$ cat src/rtl/gxl_pkg.sv
package gxl_pkg;
  localparam int unsigned BASE_W  = 10;
  localparam int unsigned OFF_W   = 24;
  localparam int unsigned PASS_W  = OFF_W - 2;
  localparam int unsigned ADDR_W  = BASE_W + PASS_W;
  localparam int unsigned CMDB_W  = ADDR_W - OFF_W;
  localparam int unsigned CMD_LSB = 5;
  localparam int unsigned CMD_W   = OFF_W - CMD_LSB;
  localparam int unsigned NCH     = 3;
  localparam int unsigned PTR_W   = 16;

  localparam logic [BASE_W-1:0] BASE_RST = BASE_W'(4);

  typedef enum logic [1:0] {
    SEL_BASE = 2'd0,
    SEL_CMD  = 2'd1,
    SEL_STAT = 2'd2,
    SEL_NONE = 2'd3
  } reg_sel_e;
endpackage

$ cat src/rtl/gxl_rst_sync.sv
module gxl_rst_sync #(
  parameter int unsigned STAGES = 2
) (
  input  logic clk,
  input  logic rst_n,
  output logic rst_sync_n
);
  logic [STAGES-1:0] sync_q;

  always_ff @(posedge clk or negedge rst_n) begin
    if (!rst_n) sync_q <= '0;
    else        sync_q <= {sync_q[STAGES-2:0], 1'b1};
  end

  assign rst_sync_n = sync_q[STAGES-1];
endmodule

$ cat src/rtl/gxl_chan_xlat.sv
module gxl_chan_xlat #(
  parameter int unsigned BASE_W = gxl_pkg::BASE_W,
  parameter int unsigned OFF_W  = gxl_pkg::OFF_W
) (
  input  logic                      clk,
  input  logic                      rst_n,
  input  logic                      in_valid,
  input  logic [BASE_W-1:0]         base,
  input  logic [OFF_W-1:0]          off,
  output logic [BASE_W+OFF_W-3:0]   addr
);
  localparam int unsigned PASS_W = OFF_W - 2;
  localparam int unsigned ADDR_W = BASE_W + PASS_W;

  logic [BASE_W-1:0] hi_d;
  logic [ADDR_W-1:0] addr_d;
  logic [ADDR_W-1:0] addr_q;

  always_comb begin
    hi_d   = base + BASE_W'(off[OFF_W-1 -: 2]);
    addr_d = {hi_d, off[PASS_W-1:0]};
  end

  always_ff @(posedge clk or negedge rst_n) begin
    if (!rst_n)        addr_q <= '0;
    else if (in_valid) addr_q <= addr_d;
  end

  assign addr = addr_q;

  p_pass_low_r3: assert property (@(posedge clk) disable iff (!rst_n)
    in_valid |=> addr[PASS_W-1:0] == $past(off[PASS_W-1:0]));

  p_hold_idle_r6: assert property (@(posedge clk) disable iff (!rst_n)
    !in_valid |=> $stable(addr));
endmodule

$ cat src/rtl/gxl_regs.sv
module gxl_regs
  import gxl_pkg::*;
#(
  parameter int unsigned RW   = ADDR_W,
  parameter int unsigned BW   = BASE_W,
  parameter int unsigned NC   = NCH,
  parameter int unsigned PW   = PTR_W,
  parameter int unsigned CBW  = CMDB_W
) (
  input  logic                 clk,
  input  logic                 rst_n,
  input  logic [1:0]           reg_sel,
  input  logic [RW-1:0]        reg_wdata,
  input  logic                 reg_we,
  input  logic                 reg_re,
  output logic [RW-1:0]        reg_rdata,
  input  logic                 eng_busy,
  input  logic [PW-1:0]        cmd_rd_ptr,
  input  logic [PW-1:0]        cmd_wr_ptr,
  input  logic [CBW-1:0]       cmd_base,
  output logic [RW-1:0]        cmd_start_addr,
  output logic [NC-1:0][BW-1:0] base_o
);
  localparam int unsigned TOP_LSB = CMD_LSB;
  localparam int unsigned TOP_W   = RW - CBW - TOP_LSB;

  reg_sel_e              sel;
  logic [NC-1:0][BW-1:0] base_q, base_d;
  logic [TOP_W-1:0]      top_q, top_d;
  logic                  rej_q, rej_d;
  logic                  cmd_idle, wr_base, wr_cmd, wr_reject, rd_stat;

  // next state
  always_comb begin
    sel       = reg_sel_e'(reg_sel);
    cmd_idle  = !eng_busy || (cmd_rd_ptr == cmd_wr_ptr);
    wr_base   = reg_we && (sel == SEL_BASE);
    wr_cmd    = reg_we && (sel == SEL_CMD) && cmd_idle;
    wr_reject = reg_we && (sel == SEL_CMD) && !cmd_idle;
    rd_stat   = reg_re && (sel == SEL_STAT);
    for (int i = 0; i < NC; i++) begin
      base_d[i] = reg_wdata[RW-1-i*BW -: BW];
    end
    top_d = reg_wdata[TOP_LSB+TOP_W-1:TOP_LSB];
    if (wr_reject)    rej_d = 1'b1;
    else if (rd_stat) rej_d = 1'b0;
    else              rej_d = rej_q;
  end

  // registers with explicit enables
  always_ff @(posedge clk or negedge rst_n) begin
    if (!rst_n) begin
      base_q <= {NC{BASE_RST}};
      top_q  <= '0;
      rej_q  <= 1'b0;
    end else begin
      if (wr_base) base_q <= base_d;
      if (wr_cmd)  top_q  <= top_d;
      rej_q <= rej_d;
    end
  end

  // read mux
  always_comb begin
    reg_rdata = '0;
    case (sel)
      SEL_BASE: begin
        for (int i = 0; i < NC; i++) begin
          reg_rdata[RW-1-i*BW -: BW] = base_q[i];
        end
      end
      SEL_CMD:  reg_rdata[TOP_LSB+TOP_W-1:TOP_LSB] = top_q;
      SEL_STAT: reg_rdata[0] = rej_q;
      default:  reg_rdata = '0;
    endcase
  end

  assign cmd_start_addr = {cmd_base, top_q, {TOP_LSB{1'b0}}};
  assign base_o         = base_q;

  p_reject_keeps_r10: assert property (@(posedge clk) disable iff (!rst_n)
    wr_reject |=> $stable(cmd_start_addr[RW-CBW-1:0]));

  p_reject_flags_r10: assert property (@(posedge clk) disable iff (!rst_n)
    wr_reject |=> rej_q);

  p_read_clears_r11: assert property (@(posedge clk) disable iff (!rst_n)
    (rd_stat && !wr_reject) |=> !rej_q);

  p_cmd_rsvd_r7: assert property (@(posedge clk) disable iff (!rst_n)
    (sel == SEL_CMD) |-> (reg_rdata[RW-1:RW-CBW] == '0 && reg_rdata[TOP_LSB-1:0] == '0));

  p_idle_write_r9: assert property (@(posedge clk) disable iff (!rst_n)
    (reg_we && sel == SEL_CMD && cmd_idle) |=>
      cmd_start_addr[RW-CBW-1:TOP_LSB] == $past(reg_wdata[RW-CBW-1:TOP_LSB]));
endmodule

$ cat src/rtl/gfx_region_xlat.sv
module gfx_region_xlat
  import gxl_pkg::*;
#(
  parameter int unsigned PTR_BITS = PTR_W
) (
  input  logic                clk,
  input  logic                rst_n,
  input  logic [1:0]          reg_sel,
  input  logic [ADDR_W-1:0]   reg_wdata,
  input  logic                reg_we,
  input  logic                reg_re,
  output logic [ADDR_W-1:0]   reg_rdata,
  input  logic                eng_busy,
  input  logic [PTR_BITS-1:0] cmd_rd_ptr,
  input  logic [PTR_BITS-1:0] cmd_wr_ptr,
  input  logic [CMDB_W-1:0]   cmd_base,
  output logic [ADDR_W-1:0]   cmd_start_addr,
  input  logic                in_valid,
  input  logic [OFF_W-1:0]    dst_off,
  input  logic [OFF_W-1:0]    src_off,
  input  logic [OFF_W-1:0]    ch3_off,
  output logic                out_valid,
  output logic [ADDR_W-1:0]   dst_addr,
  output logic [ADDR_W-1:0]   src_addr,
  output logic [ADDR_W-1:0]   ch3_addr
);
  logic                       rst_int_n;
  logic [NCH-1:0][BASE_W-1:0] base_w;
  logic [NCH-1:0][OFF_W-1:0]  off_w;
  logic [NCH-1:0][ADDR_W-1:0] addr_w;
  logic                       vld_q;

  gxl_rst_sync #(.STAGES(2)) u_rst (
    .clk        (clk),
    .rst_n      (rst_n),
    .rst_sync_n (rst_int_n)
  );

  gxl_regs #(.PW(PTR_BITS)) u_regs (
    .clk            (clk),
    .rst_n          (rst_int_n),
    .reg_sel        (reg_sel),
    .reg_wdata      (reg_wdata),
    .reg_we         (reg_we),
    .reg_re         (reg_re),
    .reg_rdata      (reg_rdata),
    .eng_busy       (eng_busy),
    .cmd_rd_ptr     (cmd_rd_ptr),
    .cmd_wr_ptr     (cmd_wr_ptr),
    .cmd_base       (cmd_base),
    .cmd_start_addr (cmd_start_addr),
    .base_o         (base_w)
  );

  assign off_w = {ch3_off, src_off, dst_off};

  for (genvar g = 0; g < NCH; g++) begin : g_chan
    gxl_chan_xlat #(.BASE_W(BASE_W), .OFF_W(OFF_W)) u_xlat (
      .clk      (clk),
      .rst_n    (rst_int_n),
      .in_valid (in_valid),
      .base     (base_w[g]),
      .off      (off_w[g]),
      .addr     (addr_w[g])
    );
  end

  always_ff @(posedge clk or negedge rst_int_n) begin
    if (!rst_int_n) vld_q <= 1'b0;
    else            vld_q <= in_valid;
  end

  assign out_valid = vld_q;
  assign dst_addr  = addr_w[0];
  assign src_addr  = addr_w[1];
  assign ch3_addr  = addr_w[2];

  p_valid_rise_r6: assert property (@(posedge clk) disable iff (!rst_int_n)
    in_valid |=> out_valid);

  p_valid_fall_r6: assert property (@(posedge clk) disable iff (!rst_int_n)
    !in_valid |=> !out_valid);

  p_cmd_hi_r8: assert property (@(posedge clk) disable iff (!rst_int_n)
    cmd_start_addr[ADDR_W-1 -: CMDB_W] == cmd_base && cmd_start_addr[CMD_LSB-1:0] == '0);
endmodule

$ cat config.mk
export PLATFORM = sky130hd
export DESIGN_NAME = gfx_region_xlat
export DESIGN_NICKNAME = d
export VERILOG_FILES = /design/src/rtl/gxl_pkg.sv /design/src/rtl/gxl_rst_sync.sv /design/src/rtl/gxl_chan_xlat.sv /design/src/rtl/gxl_regs.sv /design/src/rtl/gfx_region_xlat.sv
export SDC_FILE = /design/constraint.sdc
export NUM_CORES = 1
export LEC_CHECK = 0
export BUFFER_PORTS_ARGS = -buffer_cell sky130_fd_sc_hd__buf_4
export CAP_MARGIN = 20
export CORE_MARGIN = 2
export CORE_UTILIZATION = 30
export CTS_CLUSTER_DIAMETER = 100
export DETAILED_ROUTE_END_ITERATION = 12
export SLEW_MARGIN = 0
export SYNTH_ARGS = -nofsm -noshare
export SYNTH_HDL_FRONTEND = slang
export SYNTH_HIERARCHICAL = 1
export SYNTH_SLANG_ARGS = --single-unit
$ cat constraint.sdc
create_clock -name clk -period 13.7 [get_ports clk]
set_input_delay 0.685 -clock clk [delete_from_list [all_inputs] [get_ports clk]]
set_output_delay 0.685 -clock clk [all_outputs]
set_load 0.01 [all_outputs]
==> impl_table.tex <==
\begin{tabular}{lr}
\hline
Metric & Value \\
\hline
\multicolumn{2}{l}{\textbf{Drt}} \\
\quad Number of nets still failing antenna checks after routing & 0 \\
\quad Total Wirelength & 17860 µm \\
\quad Total DRC errors in the routed layout & 0 \\
\quad DR vias & 5035 \\
\quad Number of violations reported at the end of detailed-routing iteration 0 & 158 \\
\quad Vias per cell & 4.636 \\
\quad Detailed-router iteration count before antenna repair & 4 \\
\quad DR WL/cell & 16.45 µm \\
\multicolumn{2}{l}{\textbf{Clock tree}} \\
\quad Later-pin clock latency in the skew report & 0.42 ns \\
\quad Clk pin slew, worst setup/hold paths & 0.06 ns \\
\quad Number of clock sinks & 149 \\
\quad Total number of H-tree levels & 4 \\
\quad CTS Root Buffer Type & sky130\_fd\_sc\_hd\_\_clkbuf\_16 \\
\quad Post-cts repair resize count & 0 \\
\quad CTS tree & done \\
\quad Bufs on Longest Clock Path & 2 \\
\quad Hold\_buf cts & 0 \\
\quad Clock buffers created by TritonCTS & 17 \\
\quad Total setup buffers inserted after CTS & 0 \\
\multicolumn{2}{l}{\textbf{Placed design}} \\
\quad HPWL reported at the end of detailed placement & 12960 µm \\
\quad Number of I/O port buffers & 288 \\
\quad Post-placement cell area & 0.009080 mm² \\
\quad Weighted congestion reported at the end of routability-driven placement & 0.7243 \\
\multicolumn{2}{l}{\textbf{Synthesis}} \\
\quad Most common flop cell mapped by yosys & sky130\_fd\_sc\_hd\_\_dfrtp\_1 \\
\quad Sequential element share of the synthesized area & 55.13\% \\
\quad Post-synthesis adder-cell area fraction & 1.996\% \\
\quad Xor/xnor cell area share of the yosys netlist & 2.846\% \\
\quad Post-synthesis async set-or-reset flop share & 100.0\% \\
\quad Combinational family with the most area after synthesis & multiplexers \\
\quad Area fraction in compound gates after synthesis & 4.398\% \\
\quad Average cell area after synthesis & 13.20 µm² \\
\quad Area of the mapped netlist & 0.006770 mm² \\
\quad Area share of and/or/nand/nor cells after synthesis & 7.928\% \\
\quad Synthesized instance count & 513 \\
\quad Register bit count reported by yosys & 149 \\
\quad Synthesis warning total & 6 \\
\quad Number of enable-type register cells in the synthesized netlist & 0 \\
\quad Synth cell types & 35 \\
\quad Mux share of post-synthesis cell area & 23.49\% \\
\multicolumn{2}{l}{\textbf{Floorplanning}} \\
\quad Row count & 54 \\
\quad Overall die height & 154.2 µm \\
\quad Horiz. Die Dim & 154.2 µm \\
\quad Initial Util & 30.83\% \\
\quad Die area & 0.02379 mm² \\
\quad Core Box Area & 0.02196 mm² \\
\quad I/O pins & 313 \\
\multicolumn{2}{l}{\textbf{Layout}} \\
\quad Total number of nets in the final design & 954 \\
\quad Signed area change from the synthesized netlist to the final layout & 42.62\% \\
\quad Proportion of layout cells with a drive suffix above 1 & 56.20\% \\
\quad Fin util & 43.97\% \\
\quad Number of inserted diodes & 0 \\
\quad Area of all placed cells without fillers & 0.009656 mm² \\
\multicolumn{2}{l}{\textbf{Timing}} \\
\quad Relative max-transition margin & 38.66\% \\
\quad Final sum of negative setup slack & 0 ns \\
\quad Count of final max-slew check failures & 0 \\
\quad Final worst path period share & 18.76\% \\
\quad Worst Max-Slew Pin Slew & 0.9201 ns \\
\quad Count of final setup violators & 0 \\
\quad Clk\_skew & 0.01012 ns \\
\quad Setup repair after global routing missed its margin & no \\
\quad Count of endpoints failing hold in the final timing report & 0 \\
\quad Highest clock rate & 389.2 MHz \\
\quad Minimum clock period after layout & 2.570 ns \\
\multicolumn{2}{l}{\textbf{Setup path}} \\
\quad Endpoint of the most critical register-to-register path & g\_chan[0].u\_xlat/addr[30]\$\_DFFE\_PN0P\_ \\
\quad Kind of end point of the critical path & register \\
\quad Required time reported for the critical path endpoint & 13.99 ns \\
\quad Worst reg2reg setup slack & 12.00 ns \\
\quad Startpoint Class & input port \\
\quad Worst R2R Start & u\_regs/base\_o[0]\$\_DFFE\_PN0P\_ \\
\quad Critical path start-end classification & in2reg \\
\quad Highest fanout seen on the critical path & 23 \\
\quad Data arrival time at the worst-slack endpoint & 2.86 ns \\
\quad Register-to-Register Path Depth & 5 \\
\quad Start point of the critical path & reg\_sel[0] \\
\quad Destination of the critical timing path & u\_regs/base\_o[15]\$\_DFFE\_PN0P\_ \\
\multicolumn{2}{l}{\textbf{Pwr}} \\
\quad Static leakage & 4.494 nW \\
\quad Total power consumption of the routed design & 0.001342 W \\
\quad Peak ir drop on the vdd network & 75.31 µV \\
\quad Cell area power density & 138.9 mW/mm² \\
\multicolumn{2}{l}{\textbf{GRT}} \\
\quad First-pass GRT wire length & 28460 µm \\
\quad Largest net degree at the start of global routing & 72 \\
\quad Global route overflow & 0 \\
\quad Number of global-route vias before repair & 5336 \\
\quad Number of antenna violations at the first check in global routing & 0 \\
\quad Global router's overall resource usage & 15.15\% \\
\multicolumn{2}{l}{\textbf{Flow run}} \\
\quad Reported max-cap violation count & 0 \\
\multicolumn{2}{l}{\textbf{Outcome}} \\
\quad Run status & finished clean \\
\multicolumn{2}{l}{\textbf{Hold path}} \\
\quad Worst min-delay path category & in2async \\
\hline
\end{tabular}
## cells in the mapped netlist, types with 9 or more instances
| cell type | count | area (µm²) |
|---|---|---|
| sky130_fd_sc_hd__mux2_4 | 10 | 150.1 |
| sky130_fd_sc_hd__buf_4 | 14 | 105.1 |
| sky130_fd_sc_hd__mux2_2 | 107 | 1205 |
| sky130_fd_sc_hd__a21oi_1 | 9 | 45.04 |
| sky130_fd_sc_hd__mux2i_1 | 19 | 190.2 |
| sky130_fd_sc_hd__dfrtp_1 | 146 | 3654 |
| sky130_fd_sc_hd__and2_1 | 12 | 75.07 |
| sky130_fd_sc_hd__or3_1 | 9 | 56.30 |
| sky130_fd_sc_hd__nand4_1 | 10 | 62.56 |
| sky130_fd_sc_hd__o21ai_0 | 12 | 60.06 |
| sky130_fd_sc_hd__xnor2_1 | 19 | 166.4 |
| sky130_fd_sc_hd__nor2_1 | 45 | 168.9 |
| sky130_fd_sc_hd__a31oi_1 | 18 | 112.6 |
## per-layer routing
layer	track usage, %	up-vias	share of wire [%]
met5	0	-	0
met3	5.912	19	8.9
met4	4.895	0	1.8
met2	25.11	196	48
li1	-	2372	-
met1	18.15	2448	41
## power by group
group	switching, W	internal (W)	total (W)
registers	0.0000604	0.000512	0.000573
clock network	0.000193	0.000261	0.000454
logic	0.000134	0.000180	0.000314
## cell usage in the layout (no fill, tap or decap), types with 3 or more instances in the layout
cell type | netlist | final
sky130_fd_sc_hd__buf_4 | 14 | 292
sky130_fd_sc_hd__dfrtp_1 | 146 | 145
sky130_fd_sc_hd__mux2_2 | 107 | 107
sky130_fd_sc_hd__nor2_1 | 45 | 45
sky130_fd_sc_hd__xnor2_1 | 19 | 19
sky130_fd_sc_hd__mux2i_1 | 19 | 19
sky130_fd_sc_hd__a31oi_1 | 18 | 18
sky130_fd_sc_hd__clkbuf_16 | 0 | 17
sky130_fd_sc_hd__o21ai_0 | 12 | 12
sky130_fd_sc_hd__and2_1 | 12 | 12
sky130_fd_sc_hd__nand4_1 | 10 | 10
sky130_fd_sc_hd__mux2_4 | 10 | 10
sky130_fd_sc_hd__or3_1 | 9 | 9
sky130_fd_sc_hd__a21oi_1 | 9 | 9
sky130_fd_sc_hd__o31ai_1 | 7 | 7
sky130_fd_sc_hd__conb_1 | 2 | 7
sky130_fd_sc_hd__nand3_1 | 6 | 6
sky130_fd_sc_hd__or4_1 | 6 | 6
sky130_fd_sc_hd__inv_1 | 6 | 6
sky130_fd_sc_hd__ha_1 | 6 | 6
sky130_fd_sc_hd__nand2_1 | 5 | 5
sky130_fd_sc_hd__clkinvlp_4 | 0 | 4
sky130_fd_sc_hd__mux2_1 | 4 | 4
sky130_fd_sc_hd__clkinv_4 | 0 | 3
sky130_fd_sc_hd__inv_6 | 0 | 3
sky130_fd_sc_hd__nand3_2 | 3 | 3
sky130_fd_sc_hd__or3_2 | 3 | 3
sky130_fd_sc_hd__xor2_1 | 3 | 3
sky130_fd_sc_hd__fa_1 | 3 | 3
sky130_fd_sc_hd__dfstp_2 | 3 | 3
## cell type report
| type | instances | area (µm²) |
|---|---|---|
| sequential | 149 | 3736 |
| timing repair buffer | 292 | 2192 |
| clock buffer | 19 | 452.9 |
| tap | 280 | 350.3 |
| inverter | 6 | 22.52 |
| clock inverter | 13 | 122.6 |
| multi-input combinational | 327 | 2779 |
| fill | 2127 | 12300 |
## state kept, by name, indices dropped and copies added (netlist names)
signal	cells
u_regs/rej_q	1
out_valid	1
u_regs/top_q	19
u_regs/base_o	30
u_rst/sync_q	2
g_chan.u_xlat/addr	96
## worst min-delay path by stage
stage / to / slack [ns] / depth (start not counted)
after floorplan: u_rst/sync_q[1]$_DFF_PN0_ / 0.33 / 0
after global placement: g_chan[0].u_xlat/addr[24]$_DFFE_PN0P_ / 0.18 / 0
after detailed placement: g_chan[0].u_xlat/addr[24]$_DFFE_PN0P_ / 0.19 / 0
after CTS: u_rst/sync_q[1]$_DFF_PN0_ / 0.01 / 1
after global routing: u_rst/sync_q[0]$_DFF_PN0_ / 0.01 / 1
final: u_rst/sync_q[1]$_DFF_PN0_ / 0.04 / 1
## cells by family (layout without fill, tap and decap cells)
| logic type | count (synthesis) | count (layout) |
|---|---|---|
| adders and majority gates | 9 | 9 |
| other | 2 | 7 |
| DFF | 149 | 149 |
| and+or+nand+nor | 102 | 102 |
| AOI/OAI and AO/OA | 47 | 47 |
| buffers and inverters | 42 | 330 |
| muxes | 140 | 140 |
| xor gates and xnor gates | 22 | 22 |
## metrics by stage
stage | instances | setup WS [ns] | hold WS (ns)
floorplan | 518 | 9.246 | 0.3312
global placement | 1054 | 10.62 | 0.1846
detailed placement | 1054 | 10.62 | 0.1857
CTS | 1086 | 11.06 | 0.01219
global route | 1086 | 10.93 | 0.01274
finish | 1086 | 11.13 | 0.04037
## worst max-delay path: stages
cell,delay [ns]
sky130_fd_sc_hd__buf_4,0.24
sky130_fd_sc_hd__nor2_1,0.53
sky130_fd_sc_hd__and2_1,0.60
sky130_fd_sc_hd__buf_4,0.42
sky130_fd_sc_hd__mux2_2,0.38
Power figures use the tool's default switching activity.
